===== src/rtl/csu_pkg.sv =====
package csu_pkg;
  parameter int unsigned AW  = 24;
  parameter int unsigned WSW = 3;

  typedef logic [AW-1:0] addr_t;

  typedef struct packed {
    addr_t          base;
    addr_t          mask;
    logic [WSW-1:0] ws;
    logic           en;
    logic           gpio;
    logic           dir;
    logic           dout;
  } cs_cfg_t;

  localparam logic [WSW-1:0] BOOT_WS = WSW'(6);
endpackage


===== src/rtl/csu_cfg.sv =====
module csu_cfg
  import csu_pkg::*;
#(
  parameter int unsigned N_CS  = 4,
  parameter int unsigned IDX_W = 2
) (
  input  logic             clk_i,
  input  logic             rst_ni,
  input  logic             bus_idle_i,
  input  logic             we_i,
  input  logic [IDX_W-1:0] idx_i,
  input  cs_cfg_t          wdata_i,
  output cs_cfg_t          cfg_o [N_CS]
);

  cs_cfg_t          cfg_q [N_CS];
  logic             pend_q;
  logic [IDX_W-1:0] pend_idx_q;
  cs_cfg_t          pend_data_q;

  function automatic cs_cfg_t reset_entry(input int unsigned i);
    cs_cfg_t e;
    e = '0;
    if (i == 0) begin
      e.en = 1'b1;
      e.ws = BOOT_WS;
    end else if (i == N_CS - 1) begin
      e.gpio = 1'b1;
    end
    return e;
  endfunction

  always_ff @(posedge clk_i or negedge rst_ni) begin
    if (!rst_ni) begin
      for (int i = 0; i < N_CS; i++) cfg_q[i] <= reset_entry(i);
      pend_q      <= 1'b0;
      pend_idx_q  <= '0;
      pend_data_q <= '0;
    end else if (we_i) begin
      if (bus_idle_i) begin
        if (32'(idx_i) < N_CS) cfg_q[idx_i] <= wdata_i;
        pend_q <= 1'b0;
      end else begin
        // held until the strobe is released
        pend_q      <= 1'b1;
        pend_idx_q  <= idx_i;
        pend_data_q <= wdata_i;
      end
    end else if (pend_q && bus_idle_i) begin
      if (32'(pend_idx_q) < N_CS) cfg_q[pend_idx_q] <= pend_data_q;
      pend_q <= 1'b0;
    end
  end

  for (genvar g = 0; g < N_CS; g++) begin : g_out
    assign cfg_o[g] = cfg_q[g];

    // no window changes while a bus cycle is in progress
    a_r8_cfg_hold: assert property (@(posedge clk_i) disable iff (!rst_ni)
      !bus_idle_i |=> $stable(cfg_q[g]));
  end

endmodule


===== src/rtl/csu_decode.sv =====
module csu_decode
  import csu_pkg::*;
#(
  parameter int unsigned N_CS     = 4,
  parameter int unsigned IDX_W    = 2,
  parameter addr_t       INT_BASE = 24'hFFF000,
  parameter addr_t       INT_MASK = 24'hFFF000
) (
  input  addr_t                   addr_i,
  input  logic [N_CS-1:0][AW-1:0] base_i,
  input  logic [N_CS-1:0][AW-1:0] mask_i,
  input  logic [N_CS-1:0]         en_i,
  input  logic [N_CS-1:0]         gpio_i,
  output logic                    hit_o,
  output logic [IDX_W-1:0]        idx_o,
  output logic                    int_o
);

  logic [N_CS-1:0] match;

  for (genvar g = 0; g < N_CS; g++) begin : g_match
    assign match[g] = en_i[g] & ~gpio_i[g] &
                      ((addr_i & mask_i[g]) == (base_i[g] & mask_i[g]));
  end

  assign int_o = (addr_i & INT_MASK) == (INT_BASE & INT_MASK);

  // lowest index wins: scan downward so the last hit kept is the lowest
  always_comb begin
    idx_o = '0;
    for (int i = N_CS - 1; i >= 0; i--) begin
      if (match[i]) idx_o = IDX_W'(i);
    end
  end

  assign hit_o = (|match) & ~int_o;

endmodule


===== src/rtl/csu_wait.sv =====
module csu_wait
  import csu_pkg::*;
#(
  parameter int unsigned N_CS  = 4,
  parameter int unsigned IDX_W = 2
) (
  input  logic                     clk_i,
  input  logic                     rst_ni,
  input  logic                     start_i,
  input  logic                     active_i,
  input  logic [IDX_W-1:0]         win_idx_i,
  input  logic [N_CS-1:0][WSW-1:0] ws_i,
  input  logic [IDX_W-1:0]         sel_idx_i,
  output logic                     done_o
);

  logic [N_CS-1:0][WSW-1:0] cnt_q;

  for (genvar g = 0; g < N_CS; g++) begin : g_cnt
    always_ff @(posedge clk_i or negedge rst_ni) begin
      if (!rst_ni) begin
        cnt_q[g] <= '0;
      end else if (start_i && win_idx_i == IDX_W'(g)) begin
        cnt_q[g] <= ws_i[g];
      end else if (active_i && cnt_q[g] != '0) begin
        cnt_q[g] <= cnt_q[g] - WSW'(1);
      end
    end

    // one wait state consumed per clock while the cycle runs
    a_r5_count_down: assert property (@(posedge clk_i) disable iff (!rst_ni)
      (active_i && !start_i && cnt_q[g] != '0) |=> cnt_q[g] == $past(cnt_q[g]) - WSW'(1));
  end

  always_comb begin
    done_o = 1'b0;
    for (int i = 0; i < N_CS; i++) begin
      if (sel_idx_i == IDX_W'(i)) done_o = (cnt_q[i] == '0);
    end
  end

endmodule


===== src/rtl/csu_pin.sv =====
module csu_pin #(
  parameter int unsigned N_CS = 4,
  parameter int unsigned SYNC = 2
) (
  input  logic            clk_i,
  input  logic            rst_ni,
  input  logic [N_CS-1:0] cs_n_i,
  input  logic [N_CS-1:0] gpio_i,
  input  logic [N_CS-1:0] dir_i,
  input  logic [N_CS-1:0] dout_i,
  input  logic [N_CS-1:0] pin_i,
  output logic [N_CS-1:0] pin_o,
  output logic [N_CS-1:0] pin_oe_o,
  output logic [N_CS-1:0] gpio_in_o
);

  for (genvar g = 0; g < N_CS; g++) begin : g_pin
    logic [SYNC-1:0] sync_q;

    always_ff @(posedge clk_i or negedge rst_ni) begin
      if (!rst_ni) sync_q <= '0;
      else         sync_q <= {sync_q[SYNC-2:0], pin_i[g]};
    end

    assign gpio_in_o[g] = sync_q[SYNC-1];
    assign pin_o[g]     = gpio_i[g] ? dout_i[g] : cs_n_i[g];
    assign pin_oe_o[g]  = gpio_i[g] ? dir_i[g]  : 1'b1;
  end

endmodule


===== src/rtl/boot_cs_unit.sv =====
module boot_cs_unit
  import csu_pkg::*;
#(
  parameter int unsigned N_CS        = 4,
  parameter addr_t       INT_BASE    = 24'hFFF000,
  parameter addr_t       INT_MASK    = 24'hFFF000,
  parameter int unsigned SYNC_STAGES = 2,
  localparam int unsigned IDX_W      = (N_CS > 1) ? $clog2(N_CS) : 1
) (
  input  logic             clk_i,
  input  logic             rst_ni,
  input  logic [AW-1:0]    addr_i,
  input  logic             as_ni,
  input  logic             cfg_we_i,
  input  logic [IDX_W-1:0] cfg_idx_i,
  input  logic [AW-1:0]    cfg_base_i,
  input  logic [AW-1:0]    cfg_mask_i,
  input  logic [WSW-1:0]   cfg_ws_i,
  input  logic             cfg_en_i,
  input  logic             cfg_gpio_i,
  input  logic             cfg_dir_i,
  input  logic             cfg_dout_i,
  input  logic [N_CS-1:0]  pin_i,
  output logic [N_CS-1:0]  pin_o,
  output logic [N_CS-1:0]  pin_oe_o,
  output logic [N_CS-1:0]  gpio_in_o,
  output logic             dtack_no
);

  cs_cfg_t                  wdata;
  cs_cfg_t                  cfg [N_CS];
  logic [N_CS-1:0][AW-1:0]  base_v, mask_v;
  logic [N_CS-1:0][WSW-1:0] ws_v;
  logic [N_CS-1:0]          en_v, gpio_v, dir_v, dout_v;

  logic             dec_hit, dec_int;
  logic [IDX_W-1:0] dec_idx;
  logic             active_q, hit_q, int_q;
  logic [IDX_W-1:0] idx_q;
  logic             start, sel_live, wait_done;
  logic [N_CS-1:0]  cs_n;

  assign wdata = '{base: cfg_base_i, mask: cfg_mask_i, ws: cfg_ws_i,
                   en: cfg_en_i, gpio: cfg_gpio_i, dir: cfg_dir_i,
                   dout: cfg_dout_i};

  csu_cfg #(.N_CS(N_CS), .IDX_W(IDX_W)) u_cfg (
    .clk_i      (clk_i),
    .rst_ni     (rst_ni),
    .bus_idle_i (as_ni),
    .we_i       (cfg_we_i),
    .idx_i      (cfg_idx_i),
    .wdata_i    (wdata),
    .cfg_o      (cfg)
  );

  for (genvar g = 0; g < N_CS; g++) begin : g_split
    assign base_v[g] = cfg[g].base;
    assign mask_v[g] = cfg[g].mask;
    assign ws_v[g]   = cfg[g].ws;
    assign en_v[g]   = cfg[g].en;
    assign gpio_v[g] = cfg[g].gpio;
    assign dir_v[g]  = cfg[g].dir;
    assign dout_v[g] = cfg[g].dout;
  end

  csu_decode #(
    .N_CS(N_CS), .IDX_W(IDX_W), .INT_BASE(INT_BASE), .INT_MASK(INT_MASK)
  ) u_decode (
    .addr_i (addr_i),
    .base_i (base_v),
    .mask_i (mask_v),
    .en_i   (en_v),
    .gpio_i (gpio_v),
    .hit_o  (dec_hit),
    .idx_o  (dec_idx),
    .int_o  (dec_int)
  );

  assign start = ~as_ni & ~active_q;

  // window choice frozen at the first edge of the cycle
  always_ff @(posedge clk_i or negedge rst_ni) begin
    if (!rst_ni) begin
      active_q <= 1'b0;
      hit_q    <= 1'b0;
      int_q    <= 1'b0;
      idx_q    <= '0;
    end else begin
      active_q <= ~as_ni;
      if (start) begin
        hit_q <= dec_hit;
        int_q <= dec_int;
        idx_q <= dec_idx;
      end
    end
  end

  csu_wait #(.N_CS(N_CS), .IDX_W(IDX_W)) u_wait (
    .clk_i     (clk_i),
    .rst_ni    (rst_ni),
    .start_i   (start),
    .active_i  (active_q),
    .win_idx_i (dec_idx),
    .ws_i      (ws_v),
    .sel_idx_i (idx_q),
    .done_o    (wait_done)
  );

  assign sel_live = active_q & hit_q & ~as_ni;

  always_comb begin
    cs_n = '1;
    for (int i = 0; i < N_CS; i++) begin
      if (idx_q == IDX_W'(i)) cs_n[i] = ~sel_live;
    end
  end

  assign dtack_no = ~(sel_live & wait_done);

  csu_pin #(.N_CS(N_CS), .SYNC(SYNC_STAGES)) u_pin (
    .clk_i     (clk_i),
    .rst_ni    (rst_ni),
    .cs_n_i    (cs_n),
    .gpio_i    (gpio_v),
    .dir_i     (dir_v),
    .dout_i    (dout_v),
    .pin_i     (pin_i),
    .pin_o     (pin_o),
    .pin_oe_o  (pin_oe_o),
    .gpio_in_o (gpio_in_o)
  );

  // never more than one strobe
  a_r7_one_strobe: assert property (@(posedge clk_i) disable iff (!rst_ni)
    $onehot0(~cs_n));

  // acknowledge only alongside a driven strobe
  a_r10_ack_with_sel: assert property (@(posedge clk_i) disable iff (!rst_ni)
    !dtack_no |-> (cs_n != '1));

  // internal register window stays silent
  a_r3_int_quiet: assert property (@(posedge clk_i) disable iff (!rst_ni)
    (active_q && int_q) |-> ((&cs_n) && dtack_no));

  // acknowledge held until the strobe is released
  a_r6_ack_hold: assert property (@(posedge clk_i) disable iff (!rst_ni)
    (!as_ni && !dtack_no) |=> (as_ni || !dtack_no));

endmodule


===== config.mk =====
export PLATFORM = sky130hd
export DESIGN_NAME = boot_cs_unit
export DESIGN_NICKNAME = d
export VERILOG_FILES = /design/src/rtl/csu_pkg.sv /design/src/rtl/csu_cfg.sv /design/src/rtl/csu_decode.sv /design/src/rtl/csu_wait.sv /design/src/rtl/csu_pin.sv /design/src/rtl/boot_cs_unit.sv
export SDC_FILE = /design/constraint.sdc
export NUM_CORES = 1
export LEC_CHECK = 0
export BUFFER_PORTS_ARGS = -buffer_cell sky130_fd_sc_hd__buf_2
export CAP_MARGIN = 20
export CORE_AREA = 2 2 157 175
export DETAILED_ROUTE_END_ITERATION = 10
export DIE_AREA = 0 0 159 177
export PLACE_DENSITY = 0.78
export REMOVE_ABC_BUFFERS = 1
export SYNTH_ARGS = -nofsm -noshare
export SYNTH_HDL_FRONTEND = slang
export SYNTH_SLANG_ARGS = --single-unit

===== constraint.sdc =====
create_clock -name clk_i -period 2.35 [get_ports clk_i]
set_input_delay 0.3525 -clock clk_i [delete_from_list [all_inputs] [get_ports clk_i]]
set_output_delay 0.3525 -clock clk_i [all_outputs]
set_load 0.01 [all_outputs]

# After elaboration in Yosys (flattened, before gate mapping)
# Index checks and enable logic that the tools add are counted.
[classes]
div_mod_pow = 0
n_mul = 0
eq_ne = 12
shifts = 0
n_addsub = 4
n_bitwise = 32
muxes = 40
reduce_logical = 29
magnitude_cmp = 4
[ops]
columns = ["cell", "n"]
rows = [
  ["$mux 220", 3],
  ["$bwmux 220", 2],
  ["$demux 55 s2", 2],
  ["$and 24x24->24", 8],
  ["$mux 55", 2],
  ["$eq 24x24->1", 4],
  ["$mux 3", 8],
  ["$mux 1", 19],
  ["$and 1x1->1", 13],
  ["$eq 12x12->1 const B", 1],
  ["$logic_not 3->1", 4],
  ["$reduce_bool 3->1", 4],
  ["$sub 3x1->3 const B", 4],
  ["$logic_and 1x1->1", 11],
  ["$reduce_bool 2->1", 5],
  ["$not 1->1", 9],
  ["$eq 2x2->1 const B", 4],
  ["$mux 2", 4],
  ["$ge 3x3->1 const B", 2],
  ["$lt 3x1->1 const B", 2],
  ["$not 2->3", 2],
  ["$eq 2x1->1 const B", 2],
  ["$logic_not 2->1", 2],
  ["$reduce_and 2->1", 2],
  ["2 further kinds", 2],
]
[word_totals]
latchBits = 0
elab_cells = 169
output_inout_bits = 13
mem_count = 0
romBits = 0
regBits = 302
ram_bits = 0
input_bits = 89

# Longest topological paths before layout
[depth]
word_depth = 10
mapped_depth = 8
mapped_depth_nobuf = 7

# Hierarchy
# Synthesis repeated with hierarchy kept, for this count alone.
[hier_totals]
cells_unflattened = 1226
hier_area_um2 = 15972.8
[modules_own_cells]
columns = ["mod", "area_per_inst_um2", "cells_each", "instances", "seq_area_each_um2"]
rows = [
  ["csu_cfg", 13180.1, 936, 1, 6961.7],
  ["csu_decode", 1470.2, 182, 1, 0.0],
  ["csu_wait", 800.8, 73, 1, 300.3],
  ["csu_pin", 315.3, 20, 1, 200.2],
  ["boot_cs_unit", 206.4, 15, 1, 100.1],
]

# Worst setup path before layout
# OpenSTA, ideal clock, no wires.
[synth_path]
kind = "input to register"
start = "input addr_i[22]"
end = "register u_wait.cnt_q[10] (netlist bit)"
t_required_ps = 2225
path_buffers = 1
setup_ps = 125
arrival_ps = 1951
slack_ps = 274
path_stages = 8
path_cell_list = "clkbuf_1 xor2_1 a22oi_1 nand4_1 nor4_2 nand2b_1 nand2b_4 mux2_2"
[synth_between]
elab_chain_cells = 10
word_cells_on_any_way = 20
cone_classes = "eq/ne: 5; mux: 5; bitwise: 8; reduce/logical: 2"
[synth_rtl]
columns = ["element", "line", "source"]
rows = [
  ["start, declared", "boot_cs_unit.sv:12", "input logic [AW-1:0] addr_i,"],
  ["$and 24x24->24", "csu_decode.sv:23", "((addr_i & mask_i[g]) == (base_i[g] & mask_i[g]));"],
  ["$eq 24x24->1", "csu_decode.sv:23", ""],
  ["$and 1x1->1", "csu_decode.sv:22", "assign match[g] = en_i[g] & ~gpio_i[g] &"],
  ["$mux 2 (3 in a row)", "csu_decode.sv:32", "if (match[i]) idx_o = IDX_W'(i);"],
  ["$mux 2 *", "csu_decode.sv:32", ""],
  ["$eq 2x2->1 *", "csu_wait.sv:23", "end else if (start_i && win_idx_i == IDX_W'(g)) begin"],
  ["$logic_and 1x1->1 *", "csu_wait.sv:23", ""],
  ["$mux 3 or $reduce_bool 2->1 (tied branches)", "n/a", ""],
  ["end signal, assigned by index", "csu_wait.sv:24", "cnt_q[g] <= ws_i[g];"],
  ["end signal, assigned by index", "csu_wait.sv:26", "cnt_q[g] <= cnt_q[g] - WSW'(1);"],
  ["end, declared", "csu_wait.sv:17", "logic [N_CS-1:0][WSW-1:0] cnt_q;"],
]
# Every way passes the cells marked *; elsewhere a longest branch is shown, timed or not.
# A chain may end at the register's enable or synchronous reset.

# Worst setup path in the final report
[layout_path]
start = "register u_cfg.cfg_q (netlist bit u_cfg.cfg_o[204])"
end = "register u_wait.cnt_q[8] (netlist bit)"
[layout_between]
elab_chain_cells = 7
word_cells_on_any_way = 8
cone_classes = "eq/ne: 2; mux: 2; bitwise: 2; reduce/logical: 2"
[layout_rtl]
columns = ["element", "line", "source"]
rows = [
  ["start, declared", "csu_cfg.sv:16", "cs_cfg_t cfg_q [N_CS];"],
  ["start signal, assigned by index", "csu_cfg.sv:41", "if (32'(idx_i) < N_CS) cfg_q[idx_i] <= wdata_i;"],
  ["start signal, assigned by index", "csu_cfg.sv:50", "if (32'(pend_idx_q) < N_CS) cfg_q[pend_idx_q] <= pend_data_q;"],
  ["$and 24x24->24 *", "csu_decode.sv:23", ""],
  ["$eq 24x24->1 *", "csu_decode.sv:23", ""],
  ["$and 1x1->1 *", "csu_decode.sv:22", ""],
  ["$mux 2 *", "csu_decode.sv:32", ""],
  ["$eq 2x2->1 *", "csu_wait.sv:23", ""],
  ["$logic_and 1x1->1 *", "csu_wait.sv:23", ""],
  ["$mux 3 or $reduce_bool 2->1 (tied branches)", "n/a", ""],
]
# Marks and branches as above.

==> summary.md <==
| Metric | Value |
|---|---|
| Run status | finished clean |
| Min-delay src | cfg_base_i[3] |
| Final core utilization | 0.6823 |
| Reg2reg start | u_cfg.cfg_o[204]$_DFFE_PN0P_ |
| Critical Path Start | u_cfg.cfg_o[204]$_DFFE_PN0P_ |
| # diodes | 0 |
| Ports | 102 |
| Ys Warns | 0 |
| Total GRT Usage | 0.3672 |
| Port Buffer Count | between 100 and 150 |
| Total number of vias | 13680 |
| Power density over the cells | 986.8 mW/mm2 |
| Avg WL per Cell | ~25 um |
| Number of synthesized flops with an enable pin | 0 |
| Post-synth top flop | dfrtp_1 |
| Drt first pass iters | 8 |
| Final Cycle Share | 0.9731 |
| Global-route wire length before repair | 79.54 mm |
| CP arrival | 2710 ps |
| Final Setup Violations | 0 |
| Relative slew slack | 0.5659 |
| Worst slack, placed | -137.9 ps |
| Most frequent cells in the layout | dfrtp_1 (298), nand2_1 (200), o21ai_0 (170) |
| Num rows | 63 |
| CP Data Required Time | between 2000 and 3000 ps |
| Number of distinct library cells after synthesis | between 40 and 50 |
| CTS max path bufs | 3 |
| Worst setup SP type | flip-flop |
| Largest net degree at the start of global routing | 100 |
| Drt total wl | between 50 and 60 mm |
| Register Area | approximately 0.0076 mm2 |
| Vias in the first global route | 13380 |
| Core Box Area | around 0.026 mm2 |
| Min-Delay Path Class | input pin to flip-flop |
| Final #Nets | approximately 1700 |
| Fin cells | ~2000 |
| Post-route DRC | 0 |
| CTS tree | built |
| DR vias/cell | between 6 and 7 |
| # clock sinks | between 300 and 400 |
| Setup CP Type | flip-flop to flip-flop |
| Synthesized area per cell | just under 10 um2 |
| Number of max-cap violations | 0 |
| Die area | roughly 0.028 mm2 |
| Post-synthesis cell count | approximately 1600 |
| Post-synth top area cell | dfrtp_1 |
| Slew @ Worst Pin | 651.2 ps |
| Gr ovfl total | 0 |
| RD Place Congestion | 1.048 |
| DR iter-0 viols | roughly 1500 |
| Reg clk slew, reported paths | ~60 ps |
| Area Growth Syn to Fin | 15.65% |
| Clk root buf | clkbuf_16 |
| Share of cells above drive strength 1 | 0.1981 |
| #FFs+latches synth | a little over 300 |
| Clock latency on the worst-skew pair | around 530 ps |
| Die Y | around 180 um |
| Async S/R FF share, synth | 1.000 |
| Largest cells by area after synthesis | dfrtp_1 (48%), a32oi_1 (9.3%), a22oi_1 (5.5%), o21ai_0 (5.5%), xor2_1 (5.4%) |
| Tmin final | between 2000 and 2500 ps |
| Post-detail-place hpwl | approximately 34 mm |
| Peak VDD IR | 0.7358 mV |
| Share of the synthesized area in the top cell type | 0.4773 |
| Starting density of the core | 0.5899 |
| Lkg Pwr | 7.512 nW |
| CP max FO | 4 |
| Most common cell after layout, fill and taps aside | dfrtp_1 |
| # fillers | between 2000 and 2500 |
| H-Tree Depth | 2 |
| Fmax | ~0.44 GHz |
| Total CTS buffers | 34 |
| Worst Setup End Kind | flip-flop |
| Layout Skew | approximately 19 ps |
| Area of the multi-input gates | ~0.0075 mm2 |
| Setup ws final | between 60 and 70 ps |
| Die width | between 150 and 200 um |
| DRT antenna net count | 0 |
| Inst Count DP | a little under 2000 |
| Initial antenna violation count | 0 |
| Max-slew violations | 0 |
| Endpoints failing hold | 0 |
| Sequential area share after synthesis | 0.4840 |
| Mapped Area | approximately 0.016 mm2 |
## cell families after synthesis
kind of cell	share of synthesized area
AOI/OAI and AO/OA	0.2372
xor gates and xnor gates	0.05661
adders and majority gates	0.006406
buffers and inverters	0.04316
DFF	0.4840
muxes	0.05229
and+or+nand+nor	0.1204
## cells in the mapped netlist, types with 7 or more instances
library cell / count
a21oi_1: 69
a22oi_1: 115
a32oi_1: 166
buf_1: 16
buf_2: 10
clkbuf_1: 111
dfrtp_1: 298
ha_1: 8
inv_1: 18
mux2_2: 65
mux2i_1: 7
nand2_1: 201
nand2b_1: 12
nand4_1: 26
nor2_1: 62
nor2b_1: 61
nor3_1: 7
o21ai_0: 171
xor2_1: 96
## flip-flops by register name, indices dropped and copies added, names as in the netlist
name	count
u_cfg.cfg_o	220
u_cfg.pend_data_q	55
u_wait.cnt_q	12
u_pin.g_pin.sync_q	8
idx_q	2
u_cfg.pend_idx_q	2
active_q	1
hit_q	1
u_cfg.pend_q	1
## power by group
part,switching [mW],internal (mW),leakage (nW)
Clock,2.19,3.31,0.566
Combinational,2.89,1.87,3.15
Sequential,1.11,6.46,3.79
Total,6.19,11.6,7.51
## metrics by stage
stage	instance area [um2]	hold WS [ps]	setup TNS, ps	power [mW]
2_1_floorplan	15020	56.91	-683180	10.03
3_5_place_dp	16800	336.3	-1118	12.20
4_1_cts	18000	116.0	0	17.70
3_3_place_gp	16800	332.1	-1065	12.03
6_report	18070	128.1	0	17.83
5_1_grt	18070	126.9	-3.763	18.62
## final timing paths
| kind | end | slack, ps | cells after the start |
|---|---|---|---|
| hold / removal | u_cfg.pend_data_q[34]$_DFFE_PN0P_ | 130 | 2 |
| setup / recovery | u_wait.cnt_q[8]$_DFFE_PN0P_ | 60 | 9 |
| hold reg to reg | u_pin.g_pin[0].sync_q[1]$_DFF_PN0_ | 350 | 0 |
| min in group asynchronous | u_pin.g_pin[0].sync_q[0]$_DFF_PN0_ | 390 | 2 |
| setup reg to reg | u_wait.cnt_q[8]$_DFFE_PN0P_ | 60 | 9 |
| max in group asynchronous | u_cfg.cfg_o[170]$_DFFE_PN1P_ | 1180 | 3 |
## metal layers
layer | GRT usage | share of wire | up-vias
met4 | 0.1439 | 0.041 | 0
met3 | 0.05553 | 0.098 | 149
li1 | - | - | 5996
met5 | 0 | 0 | -
met2 | 0.6065 | 0.48 | 871
met1 | 0.4935 | 0.38 | 6665
## area by class of cell
class                      instances  area share
clock inverter                    13     0.01018
inverter                          18    0.003739
multi-input combinational       1119      0.4168
sequential                       302      0.4185
timing repair buffer             177     0.07291
clock buffer                      47     0.05311
tap                              357     0.02472
## what timing repair did
| item | CTS | global route |
|---|---|---|
| setup endpoints to repair | 2 | 12 |
| resized for setup | 1 | 10 |
| hold buffers | 5 | 0 |
| buffers inserted | 0 | 2 |
| pin swaps | 0 | 7 |
| hold endpoints to repair | 60 | 0 |
## critical path: stages, from the launching register on
cell and delay, ps:
dfrtp_1 390, xor2_1 210, a22oi_2 300, nand4_1 250, nor4_4 320, buf_4 180
nor3_4 50, and2_4 170, buf_4 130, mux2i_1 180
(Power assumes the default switching activity.)
